--- src/rtl/smt_pkg.sv ---
// Package: shared state type and width codes for the static bus sequencer.
// Assumes: width code 2'b11 is treated as a 32-bit bank.
package smt_pkg;
    typedef enum logic [1:0] {
        ST_IDLE = 2'b00,
        ST_TURN = 2'b01,
        ST_ACC  = 2'b10
    } smt_state_e;

    localparam logic [1:0] BW_8  = 2'b00;
    localparam logic [1:0] BW_16 = 2'b01;
endpackage

--- src/rtl/smt_addr_map.sv ---
// Module: smt_addr_map
// Converts a byte address into the external word address for the bank width.
// Assumes: purely combinational; the caller registers the result.
module smt_addr_map
    import smt_pkg::*;
#(
    parameter int AW = 16
) (
    input  logic [1:0]    width,
    input  logic [AW-1:0] byte_addr,
    output logic [AW-1:0] ext_addr
);
    // Scale the byte address by the bank width.
    always_comb begin
        case (width)
            BW_8:    ext_addr = byte_addr;
            BW_16:   ext_addr = byte_addr >> 1;
            default: ext_addr = byte_addr >> 2;
        endcase
    end
endmodule

--- src/rtl/smt_turn_track.sv ---
// Module: smt_turn_track
// Remembers the direction and target type of the last access and decides
// whether the next access needs a turnaround. Also derives the turnaround
// length and the access length from the requesting bank's fields.
// Assumes: commit is high only in the cycle the top accepts a request.
module smt_turn_track #(
    parameter int NB        = 4,
    parameter int WW        = 5,
    parameter int TW        = 4,
    parameter int RD_CYCLES = 3,
    parameter int CW        = 7,
    localparam int BKW      = (NB > 1) ? $clog2(NB) : 1
) (
    input  logic           clk,
    input  logic           rst_n,
    input  logic [NB*WW-1:0] cfg_waitwr,
    input  logic [NB*TW-1:0] cfg_waitturn,
    input  logic [BKW-1:0] req_bank,
    input  logic           req_write,
    input  logic           req_dyn,
    input  logic           commit,
    output logic           need_turn,
    output logic [CW-1:0]  turn_len,
    output logic [CW-1:0]  acc_len
);
    logic [WW-1:0] ww_arr [NB];
    logic [TW-1:0] tt_arr [NB];
    logic          have_last;
    logic          last_wr;
    logic          last_dyn;

    // Unpack the per-bank fields.
    for (genvar b = 0; b < NB; b++) begin : g_bank
        assign ww_arr[b] = cfg_waitwr[b*WW +: WW];
        assign tt_arr[b] = cfg_waitturn[b*TW +: TW];
    end

    // Record the kind of each accepted access.
    always_ff @(posedge clk) begin
        if (!rst_n) begin
            have_last <= 1'b0;
            last_wr   <= 1'b0;
            last_dyn  <= 1'b0;
        end else if (commit) begin
            have_last <= 1'b1;
            last_wr   <= req_write;
            last_dyn  <= req_dyn;
        end
    end

    // Turnaround decision and the lengths of both phases.
    always_comb begin
        need_turn = have_last && ((last_wr != req_write) || (last_dyn != req_dyn));
        turn_len  = CW'(tt_arr[req_bank]) + CW'(1);
        if (req_dyn)
            acc_len = CW'(1);
        else if (req_write)
            acc_len = CW'(ww_arr[req_bank]) + CW'(2);
        else
            acc_len = CW'(RD_CYCLES);
    end

    // no history after reset means no turnaround.
    p_first_free_r14: assert property (@(posedge clk) disable iff (!rst_n)
        $past(!rst_n) |-> !need_turn);
endmodule

--- src/rtl/smem_turn_seq.sv ---
// Module: smem_turn_seq
// Runs one request at a time on a static memory bus. A turnaround phase of
// idle cycles comes first when the bus changes direction or target type.
// Then comes the access phase: a programmable-length write or a fixed-length
// read. A dynamic-target request has a one-cycle placeholder access.
// Assumes: configuration changes only while req_ready is high.
module smem_turn_seq
    import smt_pkg::*;
#(
    parameter int AW        = 16,
    parameter int DW        = 32,
    parameter int NB        = 4,
    parameter int RD_CYCLES = 3,
    localparam int WW       = 5,
    localparam int TW       = 4,
    localparam int BKW      = (NB > 1) ? $clog2(NB) : 1
) (
    input  logic             clk,
    input  logic             rst_n,
    input  logic             req_valid,
    input  logic             req_write,
    input  logic             req_dyn,
    input  logic [BKW-1:0]   req_bank,
    input  logic [1:0]       req_width,
    input  logic [AW-1:0]    req_addr,
    input  logic [DW-1:0]    req_wdata,
    input  logic [NB*WW-1:0] cfg_waitwr,
    input  logic [NB*TW-1:0] cfg_waitturn,
    output logic             req_ready,
    output logic             done,
    output logic [DW-1:0]    rd_data,
    output logic             mem_cs_n,
    output logic             mem_we_n,
    output logic             mem_oe_n,
    output logic [AW-1:0]    mem_addr,
    output logic [DW-1:0]    mem_dout,
    output logic             mem_dout_en,
    input  logic [DW-1:0]    mem_din
);
    localparam int WR_MAX   = (1 << WW) + 1;
    localparam int TURN_MAX = 1 << TW;
    localparam int LEN_MAX  = (WR_MAX > RD_CYCLES) ? WR_MAX : RD_CYCLES;
    localparam int ALL_MAX  = (LEN_MAX > TURN_MAX) ? LEN_MAX : TURN_MAX;
    localparam int CW       = $clog2(ALL_MAX + 1) + 1;

    smt_state_e    state;
    logic [CW-1:0] cnt;
    logic [CW-1:0] acc_len_q;
    logic          cur_write;
    logic          cur_dyn;
    logic          accept;
    logic          need_turn;
    logic [CW-1:0] turn_len;
    logic [CW-1:0] acc_len;
    logic [AW-1:0] ext_addr;
    logic          in_static;

    assign accept = req_valid && (state == ST_IDLE);

    smt_addr_map #(.AW(AW)) u_map (
        .width     (req_width),
        .byte_addr (req_addr),
        .ext_addr  (ext_addr)
    );

    smt_turn_track #(
        .NB(NB), .WW(WW), .TW(TW), .RD_CYCLES(RD_CYCLES), .CW(CW)
    ) u_track (
        .clk          (clk),
        .rst_n        (rst_n),
        .cfg_waitwr   (cfg_waitwr),
        .cfg_waitturn (cfg_waitturn),
        .req_bank     (req_bank),
        .req_write    (req_write),
        .req_dyn      (req_dyn),
        .commit       (accept),
        .need_turn    (need_turn),
        .turn_len     (turn_len),
        .acc_len      (acc_len)
    );

    // Phase sequencing, request capture and completion.
    always_ff @(posedge clk) begin
        if (!rst_n) begin
            state     <= ST_IDLE;
            cnt       <= '0;
            acc_len_q <= '0;
            cur_write <= 1'b0;
            cur_dyn   <= 1'b0;
            mem_addr  <= '0;
            mem_dout  <= '0;
            rd_data   <= '0;
            done      <= 1'b0;
        end else begin
            done <= 1'b0;
            case (state)
                ST_IDLE: begin
                    if (req_valid) begin
                        cur_write <= req_write;
                        cur_dyn   <= req_dyn;
                        mem_addr  <= ext_addr;
                        mem_dout  <= req_wdata;
                        acc_len_q <= acc_len;
                        if (need_turn) begin
                            state <= ST_TURN;
                            cnt   <= turn_len;
                        end else begin
                            state <= ST_ACC;
                            cnt   <= acc_len;
                        end
                    end
                end
                ST_TURN: begin
                    if (cnt == CW'(1)) begin
                        state <= ST_ACC;
                        cnt   <= acc_len_q;
                    end else begin
                        cnt <= cnt - CW'(1);
                    end
                end
                ST_ACC: begin
                    if (cnt == CW'(1)) begin
                        state <= ST_IDLE;
                        done  <= 1'b1;
                        if (!cur_write && !cur_dyn)
                            rd_data <= mem_din;
                    end else begin
                        cnt <= cnt - CW'(1);
                    end
                end
                default: state <= ST_IDLE;
            endcase
        end
    end

    // Strobe decode from the registered phase state.
    always_comb begin
        in_static   = (state == ST_ACC) && !cur_dyn;
        req_ready   = (state == ST_IDLE);
        mem_cs_n    = !in_static;
        mem_oe_n    = !(in_static && !cur_write);
        mem_we_n    = !(in_static && cur_write && (cnt != CW'(1)));
        mem_dout_en = in_static && cur_write;
    end

    // read and write strobes never overlap.
    p_strobe_excl_r8: assert property (@(posedge clk) disable iff (!rst_n)
        !(!mem_oe_n && !mem_we_n));
    // driver only inside a write chip-select window.
    p_drive_window_r8: assert property (@(posedge clk) disable iff (!rst_n)
        mem_dout_en |-> (!mem_cs_n && mem_oe_n));
    // write enable rises while data is still driven.
    p_we_hold_r2: assert property (@(posedge clk) disable iff (!rst_n)
        $rose(mem_we_n) |-> (!mem_cs_n && mem_dout_en));
    // done is a single-cycle pulse.
    p_done_pulse_r11: assert property (@(posedge clk) disable iff (!rst_n)
        done |=> !done);
    // ready only while the bus is quiet.
    p_ready_quiet_r11: assert property (@(posedge clk) disable iff (!rst_n)
        req_ready |-> (mem_cs_n && mem_we_n && mem_oe_n && !mem_dout_en));
    // turnaround hands over to the access phase.
    p_turn_exit_r7: assert property (@(posedge clk) disable iff (!rst_n)
        (state == ST_TURN && cnt == CW'(1)) |=> (state == ST_ACC));
    // address held through an access.
    p_addr_hold_r9: assert property (@(posedge clk) disable iff (!rst_n)
        (!mem_cs_n && !$past(mem_cs_n)) |-> $stable(mem_addr));
endmodule

--- config.mk ---
export PLATFORM = sky130hd
export DESIGN_NAME = smem_turn_seq
export DESIGN_NICKNAME = d
export VERILOG_FILES = /design/src/rtl/smt_pkg.sv /design/src/rtl/smt_addr_map.sv /design/src/rtl/smt_turn_track.sv /design/src/rtl/smem_turn_seq.sv
export SDC_FILE = /design/constraint.sdc
export NUM_CORES = 1
export LEC_CHECK = 0
export ABC_CLOCK_PERIOD_IN_PS = 2290
export BUFFER_PORTS_ARGS = -buffer_cell sky130_fd_sc_hd__buf_2
export CORE_ASPECT_RATIO = 1.4
export CORE_MARGIN = 1
export CORE_UTILIZATION = 43
export DETAILED_ROUTE_END_ITERATION = 8
export GPL_TIMING_DRIVEN = 1
export PLACE_DENSITY = 0.77
export SETUP_SLACK_MARGIN = 0.05
export SYNTH_ARGS = -nofsm -noshare
export SYNTH_HDL_FRONTEND = slang
export SYNTH_SLANG_ARGS = --single-unit
--- constraint.sdc ---
create_clock -name clk -period 2.29 [get_ports clk]
set_clock_uncertainty 0.15 [all_clocks]
set_input_delay 0.458 -clock clk [delete_from_list [all_inputs] [get_ports clk]]
set_output_delay 0.458 -clock clk [all_outputs]
set_load 0.02 [all_outputs]
## Word level (Yosys, flattened, before mapping)

Cells that the tools add are included.

| word-level totals | value |
|---|---|
| register bits | 102 |
| bits of input ports | 125 |
| output and inout bits | 86 |
| word-level logic and storage cells | 69 |

| operators by class | value |
|---|---|
| $add $sub $neg | 3 |
| order comparisons | 1 |
| equality and inequality tests | 11 |
| mux-type cells | 20 |
| bitwise gates (word level) | 1 |
| reductions and logical operators | 21 |

Operators with widths:

| operator | number |
|---|---|
| 2-to-1 mux 7 bit | 6 |
| one-hot mux 16 bit (2 select lines) | 1 |
| one-hot mux 7 bit (3 select lines) | 1 |
| binary-select mux 5 bit (select 2 bit) | 1 |
| 2-to-1 mux 5 bit | 2 |
| AND reduction 3 bit | 3 |
| binary-select mux 4 bit (select 2 bit) | 1 |
| 2-to-1 mux 2 bit | 4 |
| 2-to-1 mux 4 bit | 2 |
| != test 2 bit, second input constant | 4 |
| == test 7 x 1 -> 1 bit, second input constant | 1 |
| logical AND 1 bit | 7 |
| != test 7 x 1 -> 1 bit, second input constant | 1 |
| subtractor 7 x 1 -> 7 bit, second input constant | 1 |
| adder 5 x 2 -> 6 bit, second input constant | 1 |
| one-hot mux 2 bit (3 select lines) | 1 |
| adder 4 x 1 -> 5 bit, second input constant | 1 |
| logical NOT 1 bit | 5 |
| == test 2 x 1 -> 1 bit, second input constant | 2 |
| logical NOT 2 bit | 2 |
| AND reduction 2 bit | 2 |
| >= comparator 3 bit, second input constant | 1 |
| inverter 2 -> 3 bit | 1 |
| nonzero test 3 bit | 1 |
| other kinds (4) | 5 |

## Depth between registers and ports, before layout

Gate-level depths: netlist of the first run.

| logic depth | value |
|---|---|
| depth in word-level cells | 10 |
| gate-level depth with buffers | 9 |
| mapped depth without buffers | 7 |

## Cells and area by module

Synthesis of the first run repeated with hierarchy kept, for this count alone.

| second synthesis, totals | value |
|---|---|
| cell total of the unflattened synthesis | 597 |
| area, all modules | 5014.8 um^2 |

Modules (own cells, without submodules):

| module | instances | cells an instance | area an instance (um^2) | sequential area each (um^2) |
|---|---|---|---|---|
| smem_turn_seq | 1 | 503 | 4187.8 | 1981.9 |
| smt_turn_track | 1 | 44 | 500.5 | 60.1 |
| smt_addr_map | 1 | 50 | 326.6 | 0.0 |

## Worst setup path before layout of the first run

OpenSTA, ideal clock, no wires.

| timing path | value |
|---|---|
| path kind | input to register |
| from | input req_bank[0] |
| to | register cnt[3] |
| setup time | 0.127 ns |
| arrival time | 2.038 ns |
| data required time | 2.013 ns |
| slack | -0.025 ns |
| cell stages on the path | 7 |
| buffers on the path | 1 |
| cells stage by stage | buf_6 > mux4_2 > ha_1 > xor2_1 > a21oi_2 > a2111oi_1 > or3_1 |

| between the ends | value |
|---|---|
| cells in the longest elaborated chain, start to end | 10 |
| elaborated cells on any way between the ends | 14 |
| those cells by class | add/sub (2); mux (11); bitwise (1) |

Ends and longest elaborated chain:

| what | line | source |
|---|---|---|
| start: declaration | smem_turn_seq.sv:23 | `input logic [BKW-1:0] req_bank,` |
| inverter 2 -> 3 bit (implied by the code) * | smt_turn_track.sv:54, smt_turn_track.sv:58 |  |
| binary-select mux 5 bit (select 2 bit) | smt_turn_track.sv:58 | `acc_len = CW'(ww_arr[req_bank]) + CW'(2);` |
| 2-to-1 mux 5 bit (implied by the code) (2 in series) | smt_turn_track.sv:58 |  |
| adder 5 x 2 -> 6 bit | smt_turn_track.sv:58 |  |
| 2-to-1 mux 7 bit | smt_turn_track.sv:57 | `else if (req_write)` |
| 2-to-1 mux 7 bit | smt_turn_track.sv:55 | `if (req_dyn)` |
| 2-to-1 mux 7 bit * | smem_turn_seq.sv:104 | `if (need_turn) begin` |
| 2-to-1 mux 7 bit * | smem_turn_seq.sv:98 | `if (req_valid) begin` |
| one-hot mux 7 bit (3 select lines) * | smem_turn_seq.sv:96 | `case (state)` |
| end signal: assignment | smem_turn_seq.sv:106 | `cnt <= turn_len;` |
| end signal: assignment | smem_turn_seq.sv:109 | `cnt <= acc_len;` |
| end signal: assignment | smem_turn_seq.sv:116 | `cnt <= acc_len_q;` |
| end: declaration | smem_turn_seq.sv:47 | `logic [CW-1:0] cnt;` |

Every way passes the cells marked *; elsewhere a longest branch is shown, timed or not. The select of a mux whose other input is x is not followed.
A chain may end at the register's enable or synchronous reset.

## Worst setup path after layout of the first run

| timing path | value |
|---|---|
| from | register cnt[1] |
| to | register cnt[3] |

| between the ends | value |
|---|---|
| cells in the longest elaborated chain, start to end | 3 |
| elaborated cells on any way between the ends | 7 |
| those cells by class | add/sub (1); eq/ne (2); mux (3); reduce/logical (1) |

Ends and longest elaborated chain:

| what | line | source |
|---|---|---|
| subtractor 7 x 1 -> 7 bit or == test 7 x 1 -> 1 bit (tied branches) | - |  |
| 2-to-1 mux 7 bit, or another cell as far along | smem_turn_seq.sv:122 | `if (cnt == CW'(1)) begin` |
| one-hot mux 7 bit (3 select lines) or AND reduction 3 bit (tied branches) | - |  |

Parallel ways exist; a longest one is shown, timed or not. The select of a mux whose other input is x is not followed.

==> flow_summary_export.csv, run 1 <==
group,metric,value,unit
global_route,grt_pass1_vias,4350,
logic_synthesis,synth_cell_types,52,
finish,finalNetCount,898,
power,p_leak,2.86,nW
worst_setup_path,cp-end-kind,"register",
clocking,h-tree-depth,3,
finish,final_layout_size_suffix_gt1_frac,0.347,
worst_setup_path,endpoint,"cnt[3]$_SDFFE_PN0P_",
placed_design,place_hpwl,9.49,mm
floorplan,fp.dieW,90.8,um
global_route,grt_pass1_wl,19.9,mm
clocking,clkLatencyLatePin,340,ps
logic_synthesis,synth_area,4750,um^2
finish,fin_cells,911,
timing,setup_slack,84.6,ps
detailed_routing,drt-pass1-iter-count,6,
worst_setup_path,crit_family,"compound AO/OA/AOI/OAI gates",
power,swShare,0.374,
outcome,outcome,"finished with violations",
worst_hold_path,hold_path_class,"in -> reg",
timing,rsz0062_at_grt,"true",
global_route,grt_start_max_net_pins,51,
worst_setup_path,path_class,"reg -> reg",
power,intPower,0.00366,W
placed_design,gp_congestion,0.877,
floorplan,initial_core_util,0.439,
clocking,path_clk_slew,70,ps
finish,final_core_util,0.584,
timing,final-max-slew-violation-count,0,
worst_setup_path,worst_setup_path_start_kind,"register",
worst_setup_path,timing.rr.end,"cnt[3]$_SDFFE_PN0P_",
worst_setup_path,crit_start,"cnt[1]$_SDFFE_PN0P_",
logic_synthesis,syn_nets,702,
placed_design,portBuffers,210,
power,max-vdd-ir-drop,0.000439,V
worst_setup_path,r2r_cells,8,
worst_setup_path,worstPathCellList,"inv_2 > ha_2 > nor4b_4 > buf_4 > a311oi_2 > nand2_1 > a2111oi_1 > or3_1",
power,pwr-share-clk,0.269,
power,switchingPower,0.00219,W
worst_setup_path,crit_buf_inv,2,
logic_synthesis,synthSimpleGateAreaFrac,0.209,
logic_synthesis,synth_ff_type,"dfxtp_1",
timing,finalSetupViolations,0,
clocking,cts_tree,"built",
global_route,grt-ovfl-total,0,
timing,fin_tns_setup,0,ps
power,power_density,925,nW/um^2
detailed_routing,vias_per_cell,5.15,
clocking,ctsHoldBuffers,0,
logic_synthesis,synth.avg_cell_area,8.34,um^2
placed_design,dp.cells,893,
worst_setup_path,path_depth,8,
detailed_routing,drc_errors,2,
clocking,max-clock-path-buffers,2,
detailed_routing,wl_per_cell,13.8,um
timing,slew_headroom,0.622,
global_route,grtUsageTotal,0.213,
worst_setup_path,required,2430,ps
run,maxCapViolCount,0,
worst_setup_path,cpPeakStageDelay,410,ps
timing,tightest_slew,562,ps
clocking,numCtsBuffers,9,
logic_synthesis,synthTopCellsByCount,"nand2_1 (192), dfxtp_1 (99), a21boi_0 (53)",
logic_synthesis,synth_mux_area_frac,0.0836,
logic_synthesis,synth_top_area_share,0.418,
worst_setup_path,reg2reg_slack,80,ps
worst_setup_path,regToRegStartpoint,"cnt[1]$_SDFFE_PN0P_",
worst_setup_path,critPathArrivalTime,2340,ps
logic_synthesis,synth_compound_area_frac,0.210,
logic_synthesis,yosysMostFrequentCell,"nand2_1",
timing,final_hold_viol_count,0,
floorplan,dieArea,11500,um^2
timing,finalCritPeriodShare,0.963,
logic_synthesis,ys_seq_area_frac,0.418,
floorplan,dieHeight,126,um
clocking,root_buffer,"clkbuf_16",
timing,clock.fmax,453,MHz
logic_synthesis,synth-seq-cells,99,
logic_synthesis,synth-adder-area-share,0.0211,
detailed_routing,ant_nets,0,
logic_synthesis,async_reset_ff_frac,0,
floorplan,rows,45,
logic_synthesis,ys_warn_count,0,
detailed_routing,routed_wl,12.5,mm
outcome,failed_checks,"design-rule violations",
worst_setup_path,crit_fanout,4,
detailed_routing,drtIter0Drc,194,
finish,antenna_cells,0,
finish,area_delta_synth_final,33.1,%
floorplan,ioPinCount,211,
logic_synthesis,yosysTopAreaCell,"dfxtp_1",
power,seq_power_share,0.367,
logic_synthesis,synth_edf_count,0,
logic_synthesis,synthCells,569,
logic_synthesis,synth_xor_area_frac,0.0163,
timing,post-route-min-period,2210,ps
logic_synthesis,synth_top_family_by_area,"compound AO/OA/AOI/OAI gates",
global_route,antenna_found_initial,0,
detailed_routing,vias,4695,
logic_synthesis,ys_top_cells_by_area,"dfxtp_1 (42%), nand2_1 (15%), a21boi_0 (8.4%)",
placed_design,preCtsSetupSlack,-111,ps
power,combPwrFrac,0.365,
power,power,0.00584,W
clocking,cts_sinks,99,
worst_setup_path,slowest_stage,"dfxtp_1",
floorplan,coreArea,10800,um^2
finish,fillers,1019,
[cell families after synthesis]
kind of cell | count (synthesis)
compound gates | 140
buf+inv | 47
fa+ha+maj | 8
xor+xnor | 8
mux | 28
flops | 99
simple gates | 239
[per-stage QoR]
stage	instance area (um^2)	hold WS, ps
after floorplan	4770	294
after CTS	6310	186
after global routing	6310	189
final	6310	194
after global placement	5950	287
after detailed placement	5950	294
[worst register-to-register path, cell delays in order, from the launching register on]
cell       delay (ps)
dfxtp_1           410
inv_2              70
ha_2              180
nor4b_4           130
buf_4             150
a311oi_2          310
nand2_1           180
a2111oi_1         390
or3_1             180
[area by class of cell]
cell class | count | area [um^2] | area share
timing repair buffer | 226 | 1200 | 0.190
tap | 141 | 176 | 0.0279
multi-input combinational | 423 | 2630 | 0.416
clock inverter | 7 | 82.6 | 0.0131
inverter | 6 | 22.5 | 0.00357
sequential | 99 | 1980 | 0.314
clock buffer | 9 | 225 | 0.0357
[sequential cells by signal, summed over array words and instances, names as in the netlist]
register / count
acc_len_q: 6
cnt: 7
cur_dyn: 1
cur_write: 1
done: 1
mem_addr: 16
mem_dout: 32
rd_data: 32
state: 2
u_track.have_last: 1
[layer usage]
metal / GRT usage / vias to the layer above / share of wire
met1: 0.234 / 2199 / 0.40
met4: 0.0719 / 0 / 0.014
li1: - / 2318 / -
met2: 0.400 / 161 / 0.53
met5: 0 / - / 0
met3: 0.0462 / 17 / 0.056
[what timing repair did]
| action | in CTS | in global routing |
|---|---|---|
| pin swaps | 0 | 0 |
| gates resized for setup | 6 | 7 |
| buffers inserted | 2 | 0 |
| setup endpoints to repair | 4 | 3 |
[power by group through the flow]
| stage | registers [W] | logic, W | clock network, W |
|---|---|---|---|
| 6_report | 0.00214 | 0.00213 | 0.00157 |
| 5_1_grt | 0.00217 | 0.00234 | 0.00168 |
| 4_1_cts | 0.00214 | 0.00212 | 0.00161 |
| 3_5_place_dp | 0.00216 | 0.00204 | 0 |
| 3_3_place_gp | 0.00215 | 0.00198 | 0 |
| 2_1_floorplan | 0.00235 | 0.00119 | 0 |
[cell usage in the layout, fill, tap and decap left out, drive strengths merged, types with 2 or more instances in the layout]
| cell | count |
|---|---|
| ha | 8 |
| nor2 | 9 |
| mux2i | 19 |
| o211ai | 2 |
| nand2b | 2 |
| dfxtp | 99 |
| nand2 | 192 |
| nand3 | 7 |
| nor3 | 5 |
| o21ai | 24 |
| o21a | 4 |
| nor2b | 6 |
| a32o | 2 |
| a211oi | 4 |
| inv | 10 |
| buf | 226 |
| xnor2 | 2 |
| o31ai | 2 |
| and3 | 4 |
| and2 | 5 |
| nand4 | 2 |
| mux4 | 9 |
| clkbuf | 9 |
| a21boi | 84 |
| xor2 | 6 |
| a21oi | 7 |
[worst min-delay path by stage]
stage	end	slack, ps	cells past startpoint	from
6_report	rd_data[13]$_SDFFE_PN0P_	190	3	mem_din[13]
5_1_grt	rd_data[27]$_SDFFE_PN0P_	190	3	mem_din[27]
4_1_cts	rd_data[3]$_SDFFE_PN0P_	190	3	mem_din[3]
3_5_place_dp	rd_data[28]$_SDFFE_PN0P_	290	2	rd_data[28]$_SDFFE_PN0P_
3_3_place_gp	rd_data[7]$_SDFFE_PN0P_	290	2	rd_data[7]$_SDFFE_PN0P_
2_1_floorplan	acc_len_q[3]$_SDFFE_PN0P_	290	2	acc_len_q[3]$_SDFFE_PN0P_
(Power assumes the default switching activity.)
==> run 2: changes to the inputs <==
--- a/config.mk
+++ b/config.mk
@@ -12,7 +12,9 @@
 export CORE_UTILIZATION = 43
 export DETAILED_ROUTE_END_ITERATION = 8
 export GPL_TIMING_DRIVEN = 1
+export HOLD_SLACK_MARGIN = 0.06
 export PLACE_DENSITY = 0.77
+export RECOVER_POWER = 100
 export SETUP_SLACK_MARGIN = 0.05
 export SYNTH_ARGS = -nofsm -noshare
 export SYNTH_HDL_FRONTEND = slang
==> flow_summary_export.csv, run 2 (synthesis gave the netlist of run 1 again) <==
group,metric,value,unit
worst_setup_path,path_class,"reg -> reg",
worst_setup_path,critPathArrivalTime,2390,ps
placed_design,gp_congestion,0.877,
finish,final_common_cell,"nand2_1",
global_route,met3_usage,0.0462,
global_route,grt_pass1_vias,4350,
global_route,antenna_found_initial,0,
timing,slew_headroom,0.626,
worst_setup_path,reg2reg_slack,40,ps
worst_setup_path,cp-end-kind,"register",
clocking,clkLatencyLatePin,340,ps
global_route,grt-ovfl-total,0,
global_route,grt_busiest_layer,"met2",
clocking,h-tree-depth,3,
finish,antenna_cells,0,
global_route,grtUsageTotal,0.213,
worst_setup_path,crit_fanout,4,
finish,final_core_util,0.573,
detailed_routing,vias,4719,
global_route,grt_start_max_net_pins,51,
finish,final_layout_size_suffix_gt1_frac,0.236,
floorplan,fp.dieW,90.8,um
clocking,max-clock-path-buffers,2,
floorplan,dieArea,11500,um^2
global_route,grt_pass1_wl,19.9,mm
floorplan,rows,45,
detailed_routing,drc_errors,2,
detailed_routing,routed_wl,12.6,mm
detailed_routing,drtIter0Drc,190,
detailed_routing,drt-pass1-iter-count,8,
timing,final-max-slew-violation-count,0,
finish,top_regs,"mem_dout (32), rd_data (32), mem_addr (16)",
placed_design,preCtsSetupSlack,-111,ps
placed_design,portBuffers,210,
floorplan,coreArea,10800,um^2
power,p_leak,2.50,nW
run,maxCapViolCount,0,
clocking,numCtsBuffers,9,
clocking,cts_tree,"built",
placed_design,place_hpwl,9.49,mm
timing,tightest_slew,556,ps
clocking,cts_sinks,99,
floorplan,ioPinCount,211,
detailed_routing,wl_per_cell,13.8,um
floorplan,initial_core_util,0.439,
power,power_density,932,nW/um^2
outcome,failed_checks,"design-rule violations",
clocking,root_buffer,"clkbuf_16",
clocking,ctsHoldBuffers,0,
timing,post-route-min-period,2250,ps
outcome,outcome,"finished with violations",
global_route,grt_use_met1,0.234,
timing,finalSetupViolations,0,
detailed_routing,ant_nets,0,
finish,fillers,1055,
timing,setup_slack,42.2,ps
timing,finalCritPeriodShare,0.982,
timing,rsz0062_at_grt,"true",
detailed_routing,vias_per_cell,5.18,
worst_setup_path,worst_setup_path_start_kind,"register",
finish,area_delta_synth_final,30.6,%
global_route,grt_use_met2,0.400,
timing,holdWs,201,ps
finish,fin_cells,911,
finish,finalNetCount,898,
power,max-vdd-ir-drop,0.000438,V
timing,final_hold_viol_count,0,
worst_setup_path,required,2430,ps
worst_hold_path,hold_path_class,"in -> reg",
clocking,path_clk_slew,70,ps
placed_design,dp.cells,893,
floorplan,dieHeight,126,um
timing,clock.fmax,445,MHz
finish,final_cell_mix,"nand2_1 (190), buf_2 (126), dfxtp_1 (98)",
==> run 2: cell types whose count changed in the layout (fill, tap and decap cells not counted), sizes merged <==
| cell | delta |
|---|---|
| buf | -87 |
| clkbuf | +87 |
==> run 2: worst max-delay path, cell delays in order (launching register included) <==
cell,delay (ps)
dfxtp_1,410
inv_2,60
ha_1,210
nor4b_4,140
clkbuf_1,130
a311oi_2,350
nand2_1,180
a2111oi_1,390
or3_1,180
==> run 2: stage by stage <==
step                TNS (ps)  instance area, um^2  power (W)
detailed placement      -131                 5950    0.00420
finish                     0                 6200    0.00578
CTS                        0                 6310    0.00586
global route           -5.54                 6200    0.00612
global placement       -38.4                 5950    0.00413
floorplan                  0                 4770    0.00353
==> run 2: routing by layer <==
| metal | wire length, um | part of all wire |
|---|---|---|
| met2 | 6600 | 0.52 |
| met1 | 4990 | 0.40 |
| met5 | 0 | 0 |
| met3 | 798 | 0.063 |
| met4 | 208 | 0.017 |
==> run 2: path summary, 6_finish.rpt <==
check,start,to,cells after the start
worst max-delay path,cnt[1]$_SDFFE_PN0P_,cnt[3]$_SDFFE_PN0P_,8
worst min-delay path,mem_din[9],rd_data[9]$_SDFFE_PN0P_,3
worst max register to register,cnt[1]$_SDFFE_PN0P_,cnt[3]$_SDFFE_PN0P_,8
worst min register to register,rd_data[28]$_SDFFE_PN0P_,rd_data[28]$_SDFFE_PN0P_,2
==> run 2: power breakdown <==
part | leakage (nW) | total (W) | internal [W] | switching, W
sequential | 0.808 | 0.00215 | 0.00197 | 0.000182
clock | 0.150 | 0.00157 | 0.000869 | 0.000702
combinational | 1.54 | 0.00206 | 0.000753 | 0.00131
==> run 2: layout make-up <==
| type | count | area, um^2 | share of cell area |
|---|---|---|---|
| Multi-Input combinational cell | 423 | 2620 | 0.423 |
| Sequential cell | 99 | 1980 | 0.320 |
| Timing Repair Buffer | 226 | 1090 | 0.175 |
| Clock buffer | 9 | 225 | 0.0363 |
| Tap cell | 141 | 176 | 0.0285 |
| Clock inverter | 7 | 82.6 | 0.0133 |
| Inverter | 6 | 22.5 | 0.00363 |
==> run 2: repair_timing <==
action,in CTS,in global routing
gates resized for setup,6,7
setup endpoints to repair,4,3
buffers inserted,2,0
==> run 3: changes to the inputs <==
--- a/config.mk
+++ b/config.mk
@@ -5,7 +5,7 @@
 export SDC_FILE = /design/constraint.sdc
 export NUM_CORES = 1
 export LEC_CHECK = 0
-export ABC_CLOCK_PERIOD_IN_PS = 2290
+export ABC_CLOCK_PERIOD_IN_PS = 2000
 export BUFFER_PORTS_ARGS = -buffer_cell sky130_fd_sc_hd__buf_2
 export CORE_ASPECT_RATIO = 1.4
 export CORE_MARGIN = 1
==> constraint.sdc (replaced) <==
create_clock -name clk -period 2 [get_ports clk]
set_clock_uncertainty 0.15 [all_clocks]
set_input_delay 0.4 -clock clk [delete_from_list [all_inputs] [get_ports clk]]
set_output_delay 0.4 -clock clk [all_outputs]
set_load 0.02 [all_outputs]
==> flow_summary_export.csv, run 3 (synthesis gave the netlist of run 1 again) <==
group,metric,value,unit
outcome,outcome,"finished clean",
clocking,path_clk_slew,70,ps
power,power,0.00734,W
detailed_routing,wl_per_cell,14.3,um
detailed_routing,vias,4830,
worst_setup_path,crit_fanout,3,
worst_setup_path,critPathArrivalTime,2040,ps
finish,final_core_util,0.606,
timing,finalSetupViolations,0,
detailed_routing,ant_nets,0,
timing,clock.fmax,510,MHz
clocking,max-clock-path-buffers,2,
placed_design,dp.cells,911,
global_route,grt_start_max_net_pins,60,
timing,finalCritPeriodShare,0.981,
timing,setup_slack,38.3,ps
detailed_routing,vias_per_cell,5.17,
finish,finalNetCount,922,
finish,area_delta_synth_final,38.0,%
placed_design,portBuffers,210,
clocking,h-tree-depth,3,
floorplan,dieHeight,126,um
clocking,root_buffer,"clkbuf_16",
finish,final_common_cell,"nand2_1",
power,power_density,1120,nW/um^2
worst_setup_path,r2r_cells,6,
floorplan,initial_core_util,0.439,
clocking,ctsHoldBuffers,0,
detailed_routing,drc_errors,0,
worst_setup_path,path_class,"reg -> reg",
power,max-vdd-ir-drop,0.000478,V
placed_design,place_hpwl,9.90,mm
placed_design,gp_congestion,0.868,
detailed_routing,drtIter0Drc,218,
finish,top_regs,"mem_dout (32), rd_data (32), mem_addr (16)",
global_route,antenna_found_initial,0,
timing,final-max-slew-violation-count,0,
floorplan,dieArea,11500,um^2
worst_hold_path,hold_path_class,"in -> reg",
timing,rsz0062_at_grt,"true",
global_route,grtUsageTotal,0.224,
timing,slew_headroom,0.602,
run,maxCapViolCount,0,
worst_setup_path,cp-end-kind,"register",
clocking,cts_tree,"built",
power,p_leak,2.70,nW
finish,fin_cells,934,
worst_setup_path,worst_setup_path_start_kind,"register",
global_route,grt-ovfl-total,0,
timing,final_hold_viol_count,0,
global_route,grt_pass1_wl,21.0,mm
floorplan,coreArea,10800,um^2
finish,final_cell_mix,"nand2_1 (188), buf_2 (128), dfxtp_1 (95)",
clocking,clkLatencyLatePin,340,ps
worst_setup_path,required,2080,ps
detailed_routing,drt-pass1-iter-count,4,
global_route,grt_pass1_vias,4734,
detailed_routing,routed_wl,13.4,mm
timing,post-route-min-period,1960,ps
timing,tightest_slew,591,ps
floorplan,ioPinCount,211,
floorplan,rows,45,
worst_hold_path,hold_path_depth,3,
finish,antenna_cells,0,
placed_design,preCtsSetupSlack,-265,ps
clocking,numCtsBuffers,9,
clocking,cts_sinks,99,
floorplan,fp.dieW,90.8,um
finish,final_layout_size_suffix_gt1_frac,0.280,
==> run 3: changes by cell type in the layout (fill, tap and decap cells not counted), moves of 3 or more <==
cell / change
clkbuf_1: -3
a21boi_1: +23
a21boi_0: -23
bufinv_16: +3
dfxtp_1: -3
buf_4: +22
buf_6: +4
dfxtp_2: +3
==> run 3: path summary, 6_finish.rpt <==
kind	start	to	slack, ps
min	mem_din[24]	rd_data[24]$_SDFFE_PN0P_	150
max	cnt[1]$_SDFFE_PN0P_	cnt[5]$_SDFFE_PN0P_	40
max reg2reg	cnt[1]$_SDFFE_PN0P_	cnt[5]$_SDFFE_PN0P_	40
min reg2reg	rd_data[8]$_SDFFE_PN0P_	rd_data[8]$_SDFFE_PN0P_	310
==> run 3: timing repair <==
item | 4_1_cts | 5_1_grt
resized for setup | 21 | 13
buffers inserted | 4 | 2
endpoints found under the setup margin | 44 | 38
gates cloned | 0 | 2
pin swaps | 3 | 6
==> run 3: report_power, final <==
| part | internal (W) | leakage [nW] | switching, W |
|---|---|---|---|
| registers | 0.00226 | 0.809 | 0.000188 |
| logic | 0.00117 | 1.72 | 0.00163 |
| clock network | 0.00135 | 0.176 | 0.000744 |
==> run 3: routing by layer <==
layer  track usage  part of all wire  vias to the layer above
met5             0                 0                        -
met4         0.105             0.019                        0
met3        0.0462             0.051                       26
met2         0.421              0.54                      167
met1         0.236              0.39                     2272
li1              -                 -                     2365
==> run 3: worst max-delay path, cell delays in order, from the launching register on <==
cell     delay, ps
dfxtp_2        330
buf_4          140
or4_4          530
o21a_1         210
nor3_2         170
nor3_1          70
o31a_1         270
==> run 3: per-stage QoR <==
step	hold WS (ps)	setup TNS [ps]	instance area [um^2]
2_1_floorplan	294	-162	4770
3_3_place_gp	288	-610	6100
3_5_place_dp	295	-982	6100
4_1_cts	138	0	6560
5_1_grt	149	-36.7	6550
6_report	150	0	6550
==> run 3: area by class of cell <==
type / instances / area [um^2]
Clock buffer: 9 / 225
Clock inverter: 6 / 138
Fill cell: 980 / 4260
Inverter: 6 / 22.5
Multi-Input combinational cell: 423 / 2680
Sequential cell: 99 / 1990
Tap cell: 141 / 176
Timing Repair Buffer: 250 / 1320
